===== src/rtl/tag_store.sv =====
module tag_store #(
  parameter int TAG_W = 12,
  parameter int DEPTH = 256,
  localparam int ADDR_W = $clog2(DEPTH)
) (
  input  logic              clk,
  input  logic              rst_n,
  input  logic              cs_a_n,
  input  logic              cs_b,
  input  logic [ADDR_W-1:0] addr,
  input  logic [TAG_W-1:0]  tag_in,
  input  logic              valid_in,
  input  logic              dirty_in,
  input  logic              wthru_in,
  input  logic              tag_we_n,
  input  logic              stat_we_n,
  input  logic              tag_oe_n,
  input  logic              stat_oe_n,
  input  logic              generic_mode,
  output logic [TAG_W-1:0]  tag_out,
  output logic              tag_out_en,
  output logic              valid_out,
  output logic              dirty_out,
  output logic              wthru_out,
  output logic              stat_out_en,
  output logic              match,
  output logic              match_en
);

  logic [TAG_W-1:0] tag_mem [DEPTH];
  logic [DEPTH-1:0] vld_q, dty_q, wt_q;
  logic             sel, tag_wr, stat_wr;
  logic [TAG_W-1:0] tag_rd;

  assign sel     = !cs_a_n && cs_b;
  assign tag_wr  = sel && !tag_we_n && rst_n;
  assign stat_wr = sel && !stat_we_n && rst_n;
  assign tag_rd  = tag_mem[addr];

  always_ff @(posedge clk)
    if (tag_wr) tag_mem[addr] <= tag_in;

  always_ff @(posedge clk) begin
    if (!rst_n) begin
      vld_q <= '0;
      dty_q <= '0;
      wt_q  <= '0;
    end else if (stat_wr) begin
      vld_q[addr] <= valid_in;
      dty_q[addr] <= dirty_in;
      wt_q[addr]  <= wthru_in;
    end
  end

  assign tag_out     = !tag_we_n  ? tag_in   : tag_rd;
  assign valid_out   = !stat_we_n ? valid_in : vld_q[addr];
  assign dirty_out   = !stat_we_n ? dirty_in : dty_q[addr];
  assign wthru_out   = !stat_we_n ? wthru_in : wt_q[addr];

  assign tag_out_en  = sel && !tag_oe_n && rst_n;
  assign stat_out_en = sel && !stat_oe_n;
  assign match_en    = sel;
  assign match       = rst_n && (tag_in == tag_rd) && (generic_mode || vld_q[addr]);

endmodule


===== config.mk =====
export PLATFORM = sky130hd
export DESIGN_NAME = tag_store
export DESIGN_NICKNAME = d
export VERILOG_FILES = /design/src/rtl/tag_store.sv
export SDC_FILE = /design/constraint.sdc
export NUM_CORES = 2
export LEC_CHECK = 0
export BUFFER_PORTS_ARGS = -buffer_cell sky130_fd_sc_hd__buf_2
export CAP_MARGIN = 0
export CORE_MARGIN = 2
export CORE_UTILIZATION = 30
export CTS_BUF_LIST = sky130_fd_sc_hd__clkbuf_4
export DETAILED_ROUTE_END_ITERATION = 8
export GPL_TIMING_DRIVEN = 0
export PLACE_DENSITY = 0.49
export REMOVE_ABC_BUFFERS = 1
export SLEW_MARGIN = 20
export SYNTH_ARGS = -nofsm -noshare
export SYNTH_HDL_FRONTEND = slang
export SYNTH_SLANG_ARGS = --single-unit

===== constraint.sdc =====
create_clock -name clk -period 4.4 [get_ports clk]
set_input_delay 0.44 -clock clk [delete_from_list [all_inputs] [get_ports clk]]
set_output_delay 0.44 -clock clk [all_outputs]
set_load 0.005 [all_outputs]

==> results.md <==
Outcome:
- The flow ran to the end, but the final reports show violations.
- The final reports fail on setup timing.

Power:
- Summed over all cells, the static leakage comes to around 58 nW.
- The worst-case IR drop observed on VDD is between 0.2 and 0.3 mV.
- The power density normalized to cell area is about 400 nW/µm².

Logic synthesis:
- The Yosys step of the flow raised 0 warnings.
- The synthesized netlist contains 73 unique library cells.
- The mean instance size in the synthesized netlist is between 15 and 20 µm².
- Yosys mapped a number of flops with a built-in enable equal to slightly above 3000.
- The most used flip-flop cell after synthesis is edfxtp_1.
- The synthesized instance count is 9735.
- Synthesis inferred about 3800 register bits.
- Sequential elements use 69.20% of the synthesized area.
- The netlist area before placement is roughly 160000 µm².
- The post-synthesis async set-or-reset flop share is 0%.

Die:
- In this run the core area contains about 260 standard-cell rows.
- The die extent in y is about 720 µm.
- The die extent in x is around 720 µm.
- For this configuration, the core starts out at a cell density of 30.10%.
- The boundary pin count is a little over 50.
- After floorplanning, the core was sized to cover 516600 µm².
- The die covers ~520000 µm².

Flow run:
- Max-cap violations in this run came to 0.

Cells and area:
- The share of layout cells above drive strength 1 is between 20% and 30%.
- From synthesis to final layout, the design area changed by 18.96%.
- For this run, the post-layout net count is roughly 10000.
- The filler cells instantiated in the layout total 48930.
- After routing the design area is 185000 µm².

Routing:
- The post-detailed-route via-to-cell ratio is around 5.3.
- For this block, the initial DRC count from the detailed router was about 10000.
- The count of antenna-violating nets left after detailed routing is 0.
- The average wire per standard cell is approximately 28 µm.
- After detailed routing, the number of remaining DRC violations is 0.
- The number of vias in the routed layout is ~96000.
- The number of search-and-repair iterations in the first detailed-routing pass is 6.
- For this block, the routed nets add up to between 500000 and 600000 µm of wire.

Timing:
- Across all setup checks in the final design, the least slack found is -1411 ps.
- The highest clock rate is ~170 MHz.
- The worst pin sits at a relative slew slack of slightly above 20%.
- The share of the clock period used by the worst path after layout is 132.1%.
- The final setup TNS is -20610 ps.
- Counting I/O delays and the setup requirement, the final critical path takes just under 6000 ps.
- The hold violation count in the final report came to 0.
- The setup-violating endpoint count in the final report is roughly 200.
- The setup skew after layout is 0 ps.
- The number of max-slew violations in the final report is 0.
- The transition at the pin with the smallest max-transition slack is between 1000 and 1500 ps.
- Setup repair after global routing could not meet its margin everywhere.

Place:
- Port buffering added 50 buffers.
- The placed instances occupy a cell area of around 170000 µm².
- The wire-length estimate of the detail-placed layout is around 300000 µm.
- Routability-driven placement finished with a final weighted congestion of roughly 0.76.

Setup path:
- The most frequent cell on the critical path is buf_4.
- The critical path's slowest cell is a221oi_1.
- The worst path required time is just under 4000 ps.
- The critical path launch point is tag_mem[167][9]$_DFFE_PP_.
- The startpoint class of the critical path is a flip-flop.
- In this run the worst path has a maximum fanout of 2.
- The capturing element type of the critical path is an output port.
- The kind of critical path is flip-flop to output port.
- For this run, the slowest stage of the critical path takes between 500 and 600 ps.
- The signal on the critical path passes through mux4_2, a22o_1, a221oi_1, nand3_1, a21oi_4, o211ai_1, buf_4, and2_4, a2111o_1, nor4_2, buf_4, buf_6.
- The startpoint identified for the worst register-to-register timing path is vld_q[125]$_SDFFE_PN0P_.
- The data arrival time of the worst path is between 5000 and 6000 ps.

Clock network:
- The clock sink count is around 3800.
- In this run the deepest clock path goes through 4 buffers.
- CTS placed an instance of clkbuf_4 at the clock tree root.
- TritonCTS built the clock tree.
- The number of H-tree levels is 6.
- The clock latency reported for the late side of the worst-skew pair is 1630 ps.
- The number of buffers added by the clock tree synthesis step is 951.
- The clock transition at the registers of the reported paths is about 70 ps.

Global routing:
- Global routing finished with a remaining overflow of 0.
- The initial antenna violation count is 34.
- The via count of the first global-routing pass is between 90000 and 100k.
- The total global-route track usage is between 10% and 20%.
- The largest net degree at the start of global routing is roughly 170.
- The first global-routing pass estimated 712200 µm of wire.

Min path:
- The worst hold path startpoint is cs_a_n.
- The min-delay analysis places its worst path in the category primary input to flip-flop.
==> worst paths after layout <==
path	cells past startpoint	end	slack, ps
max	12	match	-1410
min	8	dty_q[87]$_SDFFE_PN0P_	90
max reg2reg	3	vld_q[125]$_SDFFE_PN0P_	3160
min reg2reg	2	vld_q[159]$_SDFFE_PN0P_	460
==> power breakdown <==
| part | internal, W | switching [W] |
|---|---|---|
| sequential | 0.0391 | 0.00000291 |
| combinational | 0.00176 | 0.00318 |
| clock | 0.0150 | 0.0146 |
| total | 0.0559 | 0.0178 |
==> cell families after synthesis <==
family          count (synthesis)  synth area share [%]
mux                          1280                 15.09
xor+xnor                       12               0.06759
buf+inv                       781                 2.381
compound gates               1497                 6.881
simple gates                 2325                 6.382
flops                        3840                 69.20
==> final cells by class <==
cell class	count	area (µm²)	share of cell area (%)
antenna	33	82.58	0.04464
tap	6916	8653	4.677
clock inverter	244	1364	0.7372
sequential	3840	107600	58.17
timing repair buffer	533	9444	5.105
multi-input combinational	5116	47310	25.57
inverter	15	83.83	0.04531
clock buffer	1391	10440	5.644
==> cell usage after synthesis, drive strengths merged (13+ instances only) <==
library cell,count,area [µm²]
nand3,695,3478
nor2,382,1434
a21oi,77,385.4
inv,14,52.55
nor3,22,115.1
nand4,19,118.9
a31oi,20,125.1
mux2i,411,4114
mux4,849,19120
a22o,28,245.2
clkbuf,528,1986
nand2,1134,4257
a221oi,77,674.4
edfxtp,3072,92250
dfxtp,768,15370
o211ai,14,105.1
nor4,13,81.33
a22oi,182,1366
o22ai,40,250.2
mux2,20,225.2
buf,238,1660
a21boi,769,5773
o21ai,206,1031
==> worst max-delay path, delay by kind of cell (launching register included) <==
family          cells  cell delay (ps)
flops               1              360
buf+inv             3              550
mux                 1              490
compound gates      5             1620
simple gates        3              530
==> flip-flops by register name, summed over array words and instances, names as in the netlist <==
signal	flops
dty_q	256
tag_mem	3072
vld_q	256
wt_q	256
==> through the flow <==
step / cells / utilization (%) / total power [W] / setup slack, ps / hold WS (ps)
floorplan: 8969 / - / 0.04135 / -2117 / 439.9
global placement: 15940 / 31.12 / 0.04604 / -71000 / 453.3
detailed placement: 16210 / 32.45 / 0.04423 / -3293 / 456.9
CTS: 18000 / 35.43 / 0.07434 / -1546 / 39.91
global route: 18060 / 35.80 / 0.07631 / -1442 / 68.89
finish: 18090 / 35.81 / 0.07374 / -1411 / 94.30
==> placed cells by master (no fill, tap or decap), types with 64 or more instances in the layout <==
| master | count |
|---|---|
| mux4_2 | 849 |
| nor2_2 | 138 |
| buf_12 | 87 |
| a21oi_1 | 67 |
| buf_16 | 144 |
| o21ai_0 | 192 |
| nor2_4 | 164 |
| buf_4 | 85 |
| clkbuf_4 | 1391 |
| buf_6 | 64 |
| clkinv_1 | 186 |
| a22oi_1 | 169 |
| dfxtp_1 | 766 |
| edfxtp_1 | 3072 |
| mux2i_1 | 396 |
| nor2_1 | 81 |
| a21boi_0 | 768 |
| nand2_1 | 1089 |
| nand3_1 | 690 |
==> layer usage <==
layer | vias to the layer above | share of wire, % | track usage [%]
met5 | - | 0 | 0
met4 | 0 | 3.2 | 6.342
met3 | 809 | 7.8 | 3.703
met2 | 4162 | 47 | 30.15
met1 | 50270 | 42 | 25.58
li1 | 40320 | - | -
==> timing repair <==
action                     in CTS  in global routing
hold buffers                   84                  0
setup buffers                  32                 53
hold endpoints to repair     3840                  0
gates resized for setup       163                221
setup endpoints to repair      16               2752
pin swaps                      51                 51
gates cloned                   35                  6
Note: power is estimated with default switching activity, not from simulation.
